### config.mk
export PLATFORM = sky130hd
export DESIGN_NAME = sclgen_top
export DESIGN_NICKNAME = d
export VERILOG_FILES = /design/src/rtl/sclgen_pkg.sv /design/src/rtl/sclgen_presc.sv /design/src/rtl/sclgen_halfcnt.sv /design/src/rtl/sclgen_fsm.sv /design/src/rtl/sclgen_top.sv
export SDC_FILE = /design/constraint.sdc
export NUM_CORES = 1
export LEC_CHECK = 0
export BUFFER_PORTS_ARGS = -buffer_cell sky130_fd_sc_hd__buf_2
export CAP_MARGIN = 20
export CORE_UTILIZATION = 30
export CTS_BUF_LIST = sky130_fd_sc_hd__clkbuf_8
export CTS_CLUSTER_SIZE = 12
export DETAILED_ROUTE_END_ITERATION = 10
export GPL_ROUTABILITY_DRIVEN = 0
export SLEW_MARGIN = 40
export SYNTH_ARGS = -nofsm -noshare
export SYNTH_HDL_FRONTEND = slang
export SYNTH_SLANG_ARGS = --single-unit
### constraint.sdc
create_clock -name clk -period 4.4 [get_ports clk]
set_clock_uncertainty 0.05 [all_clocks]
set_input_delay 0.44 -clock clk [delete_from_list [all_inputs] [get_ports clk]]
set_output_delay 0.44 -clock clk [all_outputs]
set_load 0.05 [all_outputs]
### src/rtl/sclgen_pkg.sv
package sclgen_pkg;

    typedef enum logic [1:0] {
        PH_IDLE = 2'd0,
        PH_LOW  = 2'd1,
        PH_HIGH = 2'd2
    } phase_e;

    // Fixed latency added to each half, selected by the prescale value
    function automatic logic [2:0] extra_ticks(input logic [31:0] pre);
        logic [2:0] r;
        if (pre == 32'd0)      r = 3'd7;
        else if (pre == 32'd1) r = 3'd6;
        else                   r = 3'd5;
        return r;
    endfunction

endpackage

### src/rtl/sclgen_presc.sv
module sclgen_presc #(
    parameter int PSC_W = 16
) (
    input  logic             clk,
    input  logic             rst_n,
    input  logic             run,
    input  logic [PSC_W-1:0] div,
    output logic             tick
);
    logic [PSC_W-1:0] cnt;

    assign tick = run && (cnt == div);

    always_ff @(posedge clk or negedge rst_n) begin
        if (!rst_n) begin
            cnt <= '0;
        end else if (!run || tick) begin
            cnt <= '0;
        end else begin
            cnt <= cnt + 1'b1;
        end
    end
endmodule

### src/rtl/sclgen_halfcnt.sv
module sclgen_halfcnt #(
    parameter int TGT_W = 17
) (
    input  logic             clk,
    input  logic             rst_n,
    input  logic             run,
    input  logic             tick,
    input  logic [TGT_W-1:0] target,
    output logic             done
);
    logic [TGT_W-1:0] ticks;

    assign done = tick && (ticks == target - 1'b1);

    always_ff @(posedge clk or negedge rst_n) begin
        if (!rst_n) begin
            ticks <= '0;
        end else if (!run || done) begin
            ticks <= '0;
        end else if (tick) begin
            ticks <= ticks + 1'b1;
        end
    end
endmodule

### src/rtl/sclgen_fsm.sv
module sclgen_fsm
    import sclgen_pkg::*;
(
    input  logic   clk,
    input  logic   rst_n,
    input  logic   enable,
    input  logic   half_done,
    output phase_e state,
    output logic   load,
    output logic   run,
    output logic   scl
);
    phase_e nxt;

    always_comb begin
        nxt = state;
        unique case (state)
            PH_IDLE: if (enable) nxt = PH_LOW;
            PH_LOW:  if (!enable) nxt = PH_IDLE;
                     else if (half_done) nxt = PH_HIGH;
            PH_HIGH: if (!enable) nxt = PH_IDLE;
                     else if (half_done) nxt = PH_LOW;
            default: nxt = PH_IDLE;
        endcase
    end

    always_ff @(posedge clk or negedge rst_n) begin
        if (!rst_n) state <= PH_IDLE;
        else        state <= nxt;
    end

    always_comb begin
        load = (state == PH_IDLE) && enable;
        run  = (state != PH_IDLE) && enable;
        scl  = (state != PH_LOW);
    end
endmodule

### src/rtl/sclgen_top.sv
module sclgen_top
    import sclgen_pkg::*;
#(
    parameter int PSC_W = 16,
    parameter int CNT_W = 16
) (
    input  logic             clk,
    input  logic             rst_n,
    input  logic             enable,
    input  logic [PSC_W-1:0] prescale,
    input  logic [CNT_W-1:0] low_len,
    input  logic [CNT_W-1:0] high_len,
    output logic             scl,
    output logic [1:0]       phase
);
    localparam int TGT_W = CNT_W + 1;

    phase_e           state;
    logic             load, run, tick, half_done;
    logic [PSC_W-1:0] psc_q;
    logic [CNT_W-1:0] low_q, high_q;
    logic [2:0]       extra_q;
    logic [TGT_W-1:0] target;

    always_ff @(posedge clk or negedge rst_n) begin
        if (!rst_n) begin
            psc_q   <= '0;
            low_q   <= '0;
            high_q  <= '0;
            extra_q <= 3'd7;
        end else if (load) begin
            psc_q   <= prescale;
            low_q   <= low_len;
            high_q  <= high_len;
            extra_q <= extra_ticks(32'(prescale));
        end
    end

    always_comb begin
        if (state == PH_HIGH) target = TGT_W'(high_q) + TGT_W'(extra_q);
        else                  target = TGT_W'(low_q) + TGT_W'(extra_q);
    end

    sclgen_presc #(.PSC_W(PSC_W)) u_presc (
        .clk(clk), .rst_n(rst_n), .run(run), .div(psc_q), .tick(tick)
    );

    sclgen_halfcnt #(.TGT_W(TGT_W)) u_half (
        .clk(clk), .rst_n(rst_n), .run(run), .tick(tick),
        .target(target), .done(half_done)
    );

    sclgen_fsm u_fsm (
        .clk(clk), .rst_n(rst_n), .enable(enable), .half_done(half_done),
        .state(state), .load(load), .run(run), .scl(scl)
    );

    assign phase = state;
endmodule

Yosys cells after proc, flatten, opt, wreduce, memory -nomap -nowiden:

Cells that the tools add are included.

* register bits after elaboration: 86
* output and inout port bits: 3

* reductions and logical operators: 12
* equality and inequality tests: 9
* multiplexer cells: 12
* add/sub/neg operators: 5

Operators with widths (count)
* $mux W17: 3
* $add A16 B3 Y17: 2
* $add A17 B1 Y17 const B: 1
* $eq A17 B17 Y1: 1
* $sub A17 B1 Y17 const B: 1
* $add A16 B1 Y16 const B: 1
* $eq A16 B1 Y1 const B: 1
* $eq A16 B16 Y1: 1
* $logic_not A16 Y1: 1
* $mux W16: 1
* $mux W2: 7
* $pmux W2 S3: 1
* $logic_and A1 B1 Y1: 4
* $reduce_bool A2 Y1: 2
* $ne A3 B2 Y1 const B: 1
* $ne A3 B3 Y1 const B: 1
* $reduce_and A3 Y1: 1
* $eq A2 B1 Y1 const B: 1
* $eq A2 B2 Y1 const B: 1
* $logic_not A2 Y1: 1
* $logic_or A1 B1 Y1: 2
* $ne A2 B1 Y1 const B: 1
* $ne A2 B2 Y1 const B: 1
* $logic_not A1 Y1: 1

Longest topological paths before layout:

* depth in word-level cells: 8
* mapped depth: 23
* mapped depth without buffers: 16

Modules after synthesis:

From an unflattened synthesis, not the netlist that was laid out.

* cell total of the unflattened synthesis: 493
* area total of the unflattened synthesis: 5151.2 sq um

Modules (own cells, without submodules)
* sclgen_top: times used 1, cells each 209, area an instance 2555.0 sq um, seq. area each 1253.7 sq um
* sclgen_halfcnt: times used 1, cells each 173, area an instance 1488.9 sq um, seq. area each 425.4 sq um
* sclgen_presc: times used 1, cells each 101, area an instance 994.7 sq um, seq. area each 400.4 sq um
* sclgen_fsm: times used 1, cells each 10, area an instance 112.6 sq um, seq. area each 50.0 sq um

Worst setup path before layout:

Ideal clock, no wire load.

* path kind: reg2reg
* start point: reg u_fsm.state[0]
* end point: reg u_half.ticks[10]
* setup slack: -0.011 ns
* data arrival time: 4.217 ns
* path buffers: 6
* stages on the path, launching flop included: 22
* required time: 4.205 ns
* path through: dfrtp_1 -> nand2b_4 -> buf_6 -> buf_8 -> buf_8 -> nand2_1 -> nand2_1 -> ha_1 -> inv_1 -> fa_1 -> clkbuf_1 -> a2111oi_2 -> a211oi_2 -> nor3b_4 -> o211ai_4 -> or4_1 -> and3_1 -> o31ai_2 -> and4_1 -> buf_4 -> buf_6 -> nor3_2

* cells in the longest elaborated chain, start to end: 7
* elaborated cells between the ends (all ways): 12

RTL lines
* start, declared: line sclgen_fsm.sv:8 `output phase_e state,`
* start signal, assigned: line sclgen_fsm.sv:29 `else state <= nxt;`
* $eq A2 B2 Y1: line sclgen_top.sv:40 `if (state == PH_HIGH) target = TGT_W'(high_q) + TGT_W'(extra_q);`
* $mux W17: line sclgen_top.sv:40
* $sub A17 B1 Y17: line sclgen_halfcnt.sv:13 `assign done = tick && (ticks == target - 1'b1);`
* $eq A17 B17 Y1: line sclgen_halfcnt.sv:13
* $logic_and A1 B1 Y1: line sclgen_halfcnt.sv:13
* $logic_or A1 B1 Y1: line sclgen_halfcnt.sv:18 `end else if (!run || done) begin`
* $mux W17 / $reduce_bool A2 Y1 (equally long branches)
* end signal, assigned: line sclgen_halfcnt.sv:21 `ticks <= ticks + 1'b1;`
* end, declared: line sclgen_halfcnt.sv:11 `logic [TGT_W-1:0] ticks;`

Parallel ways exist; a longest one is shown, timed or not.
A chain may end at the register's enable or synchronous reset.

Worst setup path after layout:

* start point: reg u_fsm.state[1]
* end point: reg u_half.ticks[6]

The elaborated chain is that of the path after synthesis.

==> run metrics <==
status finished with violations; failing checks design-rule violations; Startpoint Class flip-flop; slowest cell delay on critical path 0.53 ns; first-pass GRT wire length 22,000 microns; CORE AREA ~18,000 sq um; register bit total from synthesis 85; Peak supply drop 0.194 mV; dominant cells by area after synthesis dfrtp_1, mux2_2, xnor2_1; async set-reset flop share out of synthesis 1.00; CTS tree done; row count 49; Final Cycle Share 0.935; max_cap viols 0; GRT Overall Usage 0.143; # DRC 4; I/O Buffers 53; Reg power frac 0.451; area of the multi-input gates approximately 3300 sq um; routed via count 4,224; Hold Crit Class input port to flip-flop; Post-DP HPWL 9810 microns; Critical Path AT ~4.4 ns; Placed Cells 802; Max stage delay cell, worst path fa_1; prevailing post-synth register cell dfrtp_1; Layout area overhead 13.7%; Worst-path clk slew 0.09 ns; Routed WL per cell 15.8 microns; First-pass DRT Iterations 7; top cell type's share of synthesized area 0.370; Final Hold Viols 0; CP Launch Point u_fsm.state[1]; Mapped Cells 530; grt ovf 0; share of layout cells above drive strength 1 0.298; Initial Util 0.309; syn_nets 587; Final nets 646; Comb pwr share 0.256; Cell Area, Synth 5610 sq um; final setup TNS 0 ns; Final Instance Count excl. Fillers ~820; number of H-tree levels 3; Worst-Skew Late Latency 0.39 ns; Worst setup EP type flip-flop; Die Y 139 microns; post-route minimum period slightly above 4 ns; CTS Sinks 85; LEAKAGE ~2.6 nW; P_int 1.36 mW; NetSw approximately 650 uW; Worst Tran Pin Value a little over 0.7 ns; Die W 139 microns; final WL 13,000 microns; worst path required time 4.64 ns; post-route ant nets 0; maximum fanout along the worst path 15; sequential share of the synthesized area 0.379; worst path cell trace nor2b_1 -> nand2_1 -> nand2_1 -> ha_1 -> inv_1 -> fa_1 -> o211ai_1 -> buf_4 -> nand4_4 -> xnor2_2 -> nand3_1 -> xor2_1 -> nor4b_1 -> or3_1 -> and4_1 -> buf_4 -> nor3_1; syn avg cell area 10.6 sq um; CP Class flip-flop to flip-flop; largest net degree at the start of global routing 59; Rel. slew slack 0.509; Post-DP Area 6120 sq um; power per standard cell area 315 nW/um^2; Pins Over Slew Limit 0; total CTS buffers 9; final non-filler cell area 6380 sq um; vias in the first global route 4,316; sequential cell area 2130 sq um; hold_sp prescale[0]; Ys Warns 0; final setup vio count 0; initial antenna violation count 0; Die Area slightly below 20,000 sq um; I/O pin count 54; Clock Power Share 0.292; Root Driver clkbuf_8; Ant. Diodes 0; Distinct cells, synth 83; max frequency 0.243 GHz; worst r2r src u_fsm.state[1]; fill cell count 1,846; Vias per Instance 5.13; DR iter-0 viols 207; Sw Share 0.325; Max clock buf depth 2; largest area contributor in the netlist dfrtp_1; EDFF count, synth 0
## cell usage after synthesis (3+ instances only)
master	number
nor3_2	14
or4_1	4
nor4_1	8
nand3_1	24
mux2i_2	3
nor2_1	32
nand2_1	30
a21oi_1	12
o21ai_0	7
buf_4	4
nand2b_1	8
o21ai_1	4
o211ai_1	4
mux2_2	48
and4_1	5
nor2b_1	3
nand4_1	12
inv_1	13
ha_1	5
or3_1	6
a211oi_1	4
xnor3_1	4
mux2i_1	14
nand3b_1	3
and3_1	9
dfrtp_1	83
and2_1	4
xor2_1	35
xnor2_1	44
nor3_1	12
clkbuf_1	10
## sequential cells by signal (all words and copies together) (netlist names)
signal        cells
u_fsm.state       2
u_half.ticks     17
psc_q            16
high_q           16
low_q            16
u_presc.cnt      16
extra_q           2
## worst paths after layout
path                                        end  slack, ns  cells past startpoint
min in group asynchronous       u_presc.cnt[15]       0.44                      2
worst max register to register  u_half.ticks[6]       0.29                     17
max in group asynchronous            extra_q[1]       2.94                      4
worst min register to register       extra_q[0]       0.47                      2
worst min-delay path                 extra_q[0]       0.16                      2
worst max-delay path            u_half.ticks[6]       0.29                     17
## cell type report
cell class              count  share of cell area
multi-input cells         412               0.520
flip-flops and latches     85               0.334
repair buffers             68              0.0619
well taps                 229              0.0449
clock buffers               9              0.0194
clock inverters             7              0.0124
inverters                  13             0.00765
## power by group through the flow
stage | Combinational (mW) | Sequential (mW) | Clock, mW
2_1_floorplan | 0.376 | 0.903 | 0
3_3_place_gp | 0.484 | 0.920 | 0
3_5_place_dp | 0.498 | 0.923 | 0
4_1_cts | 0.502 | 0.907 | 0.608
5_1_grt | 0.569 | 0.918 | 0.647
6_report | 0.515 | 0.907 | 0.587
## cells in the final DEF (no fill, tap or decap), drive strengths merged, types with 5 or more instances in the layout
cell type	count
o21ai	11
dfrtp	83
nand2	30
nand2b	9
xnor2	45
mux2i	18
and2	5
a211oi	5
and4	5
nand4	14
o211ai	5
a21oi	12
nor2	33
xor2	35
and3	9
nor4	9
nor3	26
inv	16
clkbuf	9
ha	5
or3	7
nand3	24
buf	67
mux2	50
## worst max-delay path, delay by kind of cell (launching register included)
family	cells	cell delay (ns)
AND/OR/NAND/NOR	9	1.71
adder cells (fa/ha/maj)	2	0.68
buffers and inverters	3	0.43
XOR/XNOR	2	0.53
flip-flops	1	0.42
AO/OA/AOI/OAI	1	0.17
## repair_timing
| item | CTS | global route |
|---|---|---|
| hold buffers | 1 | 0 |
| gates resized for setup | 0 | 2 |
| endpoints found under the hold margin | 27 | 0 |
| setup endpoints to repair | 0 | 19 |
| setup buffers | 0 | 2 |
## routing by layer
layer,up-vias,routed length [microns],track usage
li1,2033,-,-
met1,2066,5980,0.189
met2,106,5890,0.224
met3,19,874,0.0414
met4,0,215,0.0474
met5,-,0,0
## metrics by stage
stage                     total power, mW  setup slack (ns)   util  hold WS [ns]
final                                2.01             0.285  0.352         0.164
after global routing                 2.13           -0.0335  0.352         0.138
after CTS                            2.02             0.188  0.349         0.141
after detailed placement             1.42             0.250  0.337         0.332
after global placement               1.40             0.321  0.337         0.324
after floorplan                      1.28             0.126      -        0.0944
## kinds of logic (layout without fill, tap and decap cells)
group                      count (synthesis)  count (layout)  synth area share
DFF                                       85              85             0.379
adders and majority gates                  6               6            0.0147
muxes                                     68              68             0.138
AOI/OAI and AO/OA                         58              59            0.0800
xor gates and xnor gates                  84              84             0.142
and+or+nand+nor                          195             195             0.213
buffers and inverters                     34              97            0.0325
Note: power is estimated with default switching activity, not from simulation.
